$ cat src/rtl/adcseq_pkg.sv
package adcseq_pkg;

   typedef enum logic [2:0] {
      ST_IDLE,
      ST_DELAY,
      ST_HOLD,
      ST_GAP,
      ST_DRAIN
   } seq_st_e;

   function automatic int max_of(input int a, input int b);
      return (a > b) ? a : b;
   endfunction

endpackage

$ cat src/rtl/adcseq_shgen.sv
module adcseq_shgen
   import adcseq_pkg::*;
#(
   parameter int ACQ_W      = 4,
   parameter int PAIR_W     = 3,
   parameter int DLY_HALF   = 5,
   parameter int GAP_HALF   = 4,
   parameter int DRAIN_HALF = 10
) (
   input  logic              clk,
   input  logic              rst_n,
   input  logic              trig_i,
   input  logic              cont_i,
   input  logic [ACQ_W-1:0]  acq_i,
   input  logic [PAIR_W-1:0] pair_i,
   input  logic              clr_i,
   output logic              sh_o,
   output logic              samp_o,
   output logic [PAIR_W-1:0] pair_o,
   output logic              ovf_o,
   output logic              adc_clk_o
);

   localparam int HOLD_MAX = 2 << ACQ_W;
   localparam int LEN_MAX  = max_of(max_of(HOLD_MAX, DLY_HALF), max_of(GAP_HALF, DRAIN_HALF));
   localparam int CNT_W    = $clog2(LEN_MAX + 1);

   seq_st_e           st_q;
   logic [CNT_W-1:0]  cnt_q;
   logic [ACQ_W-1:0]  acq_q;
   logic [PAIR_W-1:0] pair_q;
   logic              samp_q;
   logic              ovf_q;
   logic              aclk_q;
   logic              busy;
   logic              cnt_done;

   function automatic logic [CNT_W-1:0] hold_len(input logic [ACQ_W-1:0] a);
      return CNT_W'(2 * (int'(a) + 1) - 1);
   endfunction

   assign busy     = (st_q != ST_IDLE);
   assign cnt_done = (cnt_q == '0);

   always_ff @(posedge clk or negedge rst_n) begin
      if (!rst_n) begin
         st_q   <= ST_IDLE;
         cnt_q  <= '0;
         acq_q  <= '0;
         pair_q <= '0;
         samp_q <= 1'b0;
      end else begin
         samp_q <= 1'b0;
         case (st_q)
            ST_IDLE: begin
               if (trig_i) begin
                  st_q   <= ST_DELAY;
                  cnt_q  <= CNT_W'(DLY_HALF - 1);
                  acq_q  <= acq_i;
                  pair_q <= pair_i;
               end
            end
            ST_DELAY, ST_GAP: begin
               if (cnt_done) begin
                  st_q  <= ST_HOLD;
                  cnt_q <= hold_len(acq_q);
               end else begin
                  cnt_q <= cnt_q - 1'b1;
               end
            end
            ST_HOLD: begin
               if (cnt_done) begin
                  samp_q <= 1'b1;
                  if (cont_i) begin
                     st_q   <= ST_GAP;
                     cnt_q  <= CNT_W'(GAP_HALF - 1);
                     acq_q  <= acq_i;
                     pair_q <= pair_i;
                  end else begin
                     st_q  <= ST_DRAIN;
                     cnt_q <= CNT_W'(DRAIN_HALF - 1);
                  end
               end else begin
                  cnt_q <= cnt_q - 1'b1;
               end
            end
            ST_DRAIN: begin
               if (cnt_done) st_q <= ST_IDLE;
               else          cnt_q <= cnt_q - 1'b1;
            end
            default: st_q <= ST_IDLE;
         endcase
      end
   end

   always_ff @(posedge clk or negedge rst_n) begin
      if (!rst_n) begin
         ovf_q  <= 1'b0;
         aclk_q <= 1'b0;
      end else begin
         aclk_q <= ~aclk_q;
         if (busy && trig_i) ovf_q <= 1'b1;
         else if (clr_i)     ovf_q <= 1'b0;
      end
   end

   assign sh_o      = (st_q == ST_HOLD);
   assign samp_o    = samp_q;
   assign pair_o    = pair_q;
   assign ovf_o     = ovf_q;
   assign adc_clk_o = aclk_q;

   AST_OVF_ON_BUSY_TRIG: assert property (@(posedge clk) disable iff (!rst_n)
      (busy && trig_i) |=> ovf_o);
   AST_OVF_STICKY: assert property (@(posedge clk) disable iff (!rst_n)
      (ovf_o && !clr_i) |=> ovf_o);
   AST_SH_MIN_WIDTH: assert property (@(posedge clk) disable iff (!rst_n)
      $rose(sh_o) |=> sh_o);
   AST_PAIR_STEADY: assert property (@(posedge clk) disable iff (!rst_n)
      (sh_o && $past(sh_o)) |-> $stable(pair_o));
   AST_ADC_CLK_TOGGLE: assert property (@(posedge clk) disable iff (!rst_n)
      adc_clk_o |=> !adc_clk_o);

endmodule

$ cat src/rtl/adcseq_capture.sv
module adcseq_capture #(
   parameter int DATA_W  = 12,
   parameter int LAT_A   = 8,
   parameter int LAT_B   = 10,
   parameter int IRQ_LAG = 2
) (
   input  logic                   clk,
   input  logic                   rst_n,
   input  logic                   samp_i,
   input  logic                   clr_i,
   input  logic [1:0][DATA_W-1:0] code_i,
   output logic [DATA_W-1:0]      res_a_o,
   output logic [DATA_W-1:0]      res_b_o,
   output logic                   irq_o
);

   localparam int DEPTH = LAT_B + IRQ_LAG - 1;

   logic [DEPTH-1:0] age_q;
   logic             irq_q;

   always_ff @(posedge clk or negedge rst_n) begin
      if (!rst_n) age_q <= '0;
      else        age_q <= {age_q[DEPTH-2:0], samp_i};
   end

   for (genvar g = 0; g < 2; g++) begin : g_ch
      localparam int TAP = ((g == 0) ? LAT_A : LAT_B) - 2;
      logic [DATA_W-1:0] r_q;
      always_ff @(posedge clk or negedge rst_n) begin
         if (!rst_n)          r_q <= '0;
         else if (age_q[TAP]) r_q <= code_i[g];
      end
   end

   assign res_a_o = g_ch[0].r_q;
   assign res_b_o = g_ch[1].r_q;

   always_ff @(posedge clk or negedge rst_n) begin
      if (!rst_n)                irq_q <= 1'b0;
      else if (age_q[DEPTH-1])   irq_q <= 1'b1;
      else if (clr_i)            irq_q <= 1'b0;
   end

   assign irq_o = irq_q;

   AST_IRQ_STICKY: assert property (@(posedge clk) disable iff (!rst_n)
      (irq_o && !clr_i) |=> irq_o);

endmodule

$ cat src/rtl/simul_adc_seq.sv
module simul_adc_seq #(
   parameter int DATA_W       = 12,
   parameter int ACQ_W        = 4,
   parameter int PAIR_W       = 3,
   parameter int TRIG_DLY_HALF = 5,
   parameter int LAT_A_ADC    = 4,
   parameter int LAT_B_ADC    = 5,
   parameter int GAP_ADC      = 2,
   parameter int IRQ_LAG      = 2
) (
   input  logic              clk,
   input  logic              rst_n,
   input  logic              trig_pwm_i,
   input  logic              trig_sw_i,
   input  logic              trig_ext_i,
   input  logic              cont_i,
   input  logic [ACQ_W-1:0]  acq_i,
   input  logic [PAIR_W-1:0] pair_i,
   input  logic [DATA_W-1:0] code_a_i,
   input  logic [DATA_W-1:0] code_b_i,
   input  logic              clr_i,
   output logic              adc_clk_o,
   output logic              sh_o,
   output logic [PAIR_W-1:0] pair_o,
   output logic [DATA_W-1:0] res_a_o,
   output logic [DATA_W-1:0] res_b_o,
   output logic              irq_o,
   output logic              ovf_o
);

   localparam int LAT_A_HALF = 2 * LAT_A_ADC;
   localparam int LAT_B_HALF = 2 * LAT_B_ADC;
   localparam int GAP_HALF   = 2 * GAP_ADC;

   if (ACQ_W < 1 || ACQ_W > 6) begin : g_bad_acq
      $error("ACQ_W out of range");
   end
   if (LAT_A_ADC < 1 || LAT_B_ADC <= LAT_A_ADC) begin : g_bad_lat
      $error("result latencies must be ordered A before B");
   end
   if (IRQ_LAG < 1 || GAP_ADC < 1 || TRIG_DLY_HALF < 1) begin : g_bad_misc
      $error("lag, gap and trigger delay must be positive");
   end

   logic                   trig_any;
   logic                   samp;
   logic [1:0][DATA_W-1:0] codes;

   assign trig_any = trig_pwm_i | trig_sw_i | trig_ext_i;
   assign codes    = {code_b_i, code_a_i};

   adcseq_shgen #(
      .ACQ_W      (ACQ_W),
      .PAIR_W     (PAIR_W),
      .DLY_HALF   (TRIG_DLY_HALF),
      .GAP_HALF   (GAP_HALF),
      .DRAIN_HALF (LAT_B_HALF)
   ) u_shgen (
      .clk       (clk),
      .rst_n     (rst_n),
      .trig_i    (trig_any),
      .cont_i    (cont_i),
      .acq_i     (acq_i),
      .pair_i    (pair_i),
      .clr_i     (clr_i),
      .sh_o      (sh_o),
      .samp_o    (samp),
      .pair_o    (pair_o),
      .ovf_o     (ovf_o),
      .adc_clk_o (adc_clk_o)
   );

   adcseq_capture #(
      .DATA_W  (DATA_W),
      .LAT_A   (LAT_A_HALF),
      .LAT_B   (LAT_B_HALF),
      .IRQ_LAG (IRQ_LAG)
   ) u_capture (
      .clk     (clk),
      .rst_n   (rst_n),
      .samp_i  (samp),
      .clr_i   (clr_i),
      .code_i  (codes),
      .res_a_o (res_a_o),
      .res_b_o (res_b_o),
      .irq_o   (irq_o)
   );

   AST_SAMPLE_ON_SH_FALL: assert property (@(posedge clk) disable iff (!rst_n)
      $fell(sh_o) |-> samp);

endmodule

$ cat config.mk
export PLATFORM = sky130hd
export DESIGN_NAME = simul_adc_seq
export DESIGN_NICKNAME = d
export VERILOG_FILES = /design/src/rtl/adcseq_pkg.sv /design/src/rtl/adcseq_shgen.sv /design/src/rtl/adcseq_capture.sv /design/src/rtl/simul_adc_seq.sv
export SDC_FILE = /design/constraint.sdc
export NUM_CORES = 1
export LEC_CHECK = 0
export ABC_CLOCK_PERIOD_IN_PS = 4900
export BUFFER_PORTS_ARGS = -buffer_cell sky130_fd_sc_hd__buf_2
export CAP_MARGIN = 10
export CORE_UTILIZATION = 45
export CTS_CLUSTER_SIZE = 12
export DETAILED_ROUTE_END_ITERATION = 8
export PLACE_DENSITY_LB_ADDON = 0.15
export SLEW_MARGIN = 20
export SYNTH_ARGS = -nofsm -noshare
export SYNTH_HDL_FRONTEND = slang
export SYNTH_HIERARCHICAL = 1
export SYNTH_SLANG_ARGS = --single-unit
$ cat constraint.sdc
create_clock -name clk -period 4.9 [get_ports clk]
set_input_delay 0.98 -clock clk [delete_from_list [all_inputs] [get_ports clk]]
set_output_delay 0.98 -clock clk [all_outputs]
set_load 0.01 [all_outputs]
==> impl_results.md <==
* Run status: completed
* Die area at 5840 um2
* Post-Synthesis Net Count at 231
* First-pass GRT wire length at 7910 um
* Vias/cell at 5.34
* Port bufs at 68
* HPWL Detailed at 3310 um
* Largest net degree at the start of global routing at 56
* Diodes inserted at 0
* CTS tree: built
* CP Data Arrival Time at 2650 ps
* Wire length on met3 at 315 um
* Pwr dens at 313 nW/um2
* Synthesis-to-finish area growth at 19.8%
* Routed via count at 1758
* CTS clock-pin slew for the worst setup and hold paths at 90 ps
* Max cap viols at 0
* Switching share of power at 25.9%
* Slowest stage delay, CP at 470 ps
* Critical Path RT at 5090 ps
* Remaining antenna violation count after routing at 0
* RSZ-0062 raised after global routing: no
* Met1 wire length at 2270 um
* First drt pass iteration count at 4
* Layout cells sized above 1 at 44.4%
* Resize count post-CTS at 0
* GP Congestion at 0.906
* Clk pwr share at 32.0%
* Avg WL per Cell at 14.4 um
* Synth Register Bits at 55
* Fmax at 407 MHz
* CP startpoint kind: input port
* Synthesized instance count at 191
* Final setup fails at 0
* Clk_skew at 9.44 ps
* # rows at 26
* # hold bufs at CTS at 0
* Power Total at 935 uW
* Most used DFF post-synth: dfrtp_1
* Tot GR Track Use at 16.9%
* Commonest non-fill, non-tap cell in the layout: buf_2
* Combinational share of power at 15.0%
* Finished Core Util at 57.3%
* Max-slew violations at 0
* Crit share post-route at 50.1%
* DRT Wirelength at 4750 um
* Hold Path Class: reg2reg
* H-tree depth at 2
* Core area at 5200 um2
* Initial Util at 47.9%
* R2R depth at 6
* Top Layer Used: met4
* Yosys warns at 6
* CP max FO at 7
* Final Hold Fails at 0
* Distinct cell type count after synthesis at 42
* Commonest non-fill, non-tap cells in the layout: buf_2 (68), dfrtp_1 (55), mux2_4 (27)
* DRT iter0 DRCs at 111
* Crit-path most repeated cell: or3_1
* Mapped cell area at 2490 um2
* Antenna violations before repair at 0
* Post-route minimum period at 2460 ps
* Die X at 76.4 um
* Clk sinks at 55
* Gr ovfl total at 0
* CP Capture Type: flop
* Mean Syn Cell Area at 13.0 um2
* Post-CTS repair timing setup buffer count at 0
* Met2 WL at 2130 um
* Hold depth at 0
* Seq/Total Area, Yosys at 55.2%
* Die Span Y at 76.4 um
* HP Start: u_capture/age_q[5]
* Vias in the first global route at 1628
* I/O pins at 69
* EDFF count, synth at 0
* Slew @ Worst Pin at 686 ps
* Slew HR at 54.2%
* DRC Markers at 0
* NetSw at 242 uW
* Clk buf depth at 2
* Async SR Flop Fraction at 100%
* Clock Tree Root: clkbuf_8
* Flop pwr share at 53.1%
* Worst Hold Endpoint: u_capture/age_q[6]
* Final #Nets at 298
* Worst skew pair latency at 300 ps
* Critical Path, Cell by Cell: buf_2 > or3_1 > nor2b_1 > a41oi_2 > or3_1 > mux2_4
* P_int at 693 uW
* WS Path Type: in2reg
* Setup total negative slack at 0 ps
* Slowest CP cell: or3_1
* Pleak at 1.53 nW
* Critical R2R Capture: u_shgen/acq_q[2]
* Reg2reg setup slack at 2580 ps
* R2r startpoint: u_shgen/cnt_q[0]
* Worst IR drop on VDD at 0.000152 V
* Number of buffers created by CTS at 5
[metal layers]
metal	up-vias	global-route usage (%)
li1	829	-
met1	839	24.5
met2	86	24.6
met3	4	4.31
met4	0	5.58
met5	-	0
[cell type report]
type | instances | area (um2)
Inverter | 10 | 37.5
Fill cell | 446 | 2220
Sequential cell | 55 | 1380
Timing Repair Buffer | 69 | 348
Clock inverter | 3 | 46.3
Multi-Input combinational cell | 117 | 1020
Clock buffer | 5 | 68.8
Tap cell | 70 | 87.6
[flip-flops by register name, indices dropped and copies added (netlist names)]
name,flops
u_capture/age_q,11
u_capture/irq_o,1
u_capture/res_a_o,12
u_capture/res_b_o,12
u_shgen/acq_q,4
u_shgen/adc_clk_o,1
u_shgen/cnt_q,6
u_shgen/ovf_o,1
u_shgen/pair_o,3
u_shgen/samp_o,1
u_shgen/st_q,3
[worst max-delay path by stage]
stage / startpoint / end / slack (ps) / cells after the start
after floorplan: trig_sw_i / u_shgen/acq_q[0] / 2500 / 6
after global placement: trig_sw_i / u_shgen/pair_o[2] / 2180 / 6
after detailed placement: trig_sw_i / u_shgen/acq_q[1] / 2140 / 6
after CTS: trig_sw_i / u_shgen/acq_q[2] / 2460 / 6
after global routing: trig_sw_i / u_shgen/pair_o[0] / 2360 / 6
final: trig_sw_i / u_shgen/acq_q[2] / 2440 / 6
[worst max-delay path, delay by kind of cell]
| kind | cells | cell delay, ps |
|---|---|---|
| AND/OR/NAND/NOR | 3 | 1050 |
| multiplexers | 1 | 340 |
| AO/OA/AOI/OAI | 1 | 190 |
| buffers and inverters | 1 | 90 |
[power groups by stage]
| stage | sequential (mW) | clock [mW] | combinational, mW |
|---|---|---|---|
| 2_1_floorplan | 0.495 | 0 | 0.100 |
| 3_3_place_gp | 0.505 | 0 | 0.138 |
| 3_5_place_dp | 0.505 | 0 | 0.139 |
| 4_1_cts | 0.496 | 0.311 | 0.139 |
| 5_1_grt | 0.500 | 0.332 | 0.154 |
| 6_report | 0.496 | 0.299 | 0.140 |
[logic make-up (layout without fill, tap and decap cells)]
kind of cell	after synthesis	count (layout)	share of synthesized area [%]
buffers and inverters	19	87	3.82
AOI/OAI and AO/OA	38	38	10.9
adders and majority gates	2	2	1.00
DFF	55	55	55.2
xor gates and xnor gates	1	1	0.352
and+or+nand+nor	45	45	10.5
muxes	31	31	18.1
[through the flow]
step	std cells	hold WS (ps)	setup WS, ps	area [um2]
6_report	329	355	2440	2980
5_1_grt	329	362	2360	2980
3_3_place_gp	321	336	2180	2870
4_1_cts	329	358	2460	2980
3_5_place_dp	321	336	2140	2870
2_1_floorplan	191	331	2500	2490
[synth_stat cells (2+ instances only)]
master | n | area share (%)
clkbuf_1 | 5 | 0.75
a221o_1 | 2 | 0.80
inv_1 | 10 | 1.5
a21o_1 | 2 | 0.60
ha_1 | 2 | 1.0
a32oi_1 | 2 | 0.70
nor3b_1 | 3 | 0.90
nand2_1 | 8 | 1.2
o21a_1 | 2 | 0.60
nor3_1 | 6 | 1.2
mux2_4 | 27 | 16
o21ai_0 | 11 | 2.2
o211ai_1 | 3 | 0.90
or3_1 | 2 | 0.50
nand3_1 | 3 | 0.60
nor2b_1 | 3 | 0.75
a211oi_1 | 3 | 0.90
o311ai_0 | 2 | 0.70
a31oi_1 | 2 | 0.50
nor4_1 | 2 | 0.50
buf_6 | 3 | 1.4
nor2_1 | 8 | 1.2
a21oi_1 | 3 | 0.60
dfrtp_1 | 55 | 55
or2_2 | 2 | 0.50
mux2_2 | 4 | 1.8
Note: power is estimated with default switching activity, not from simulation.
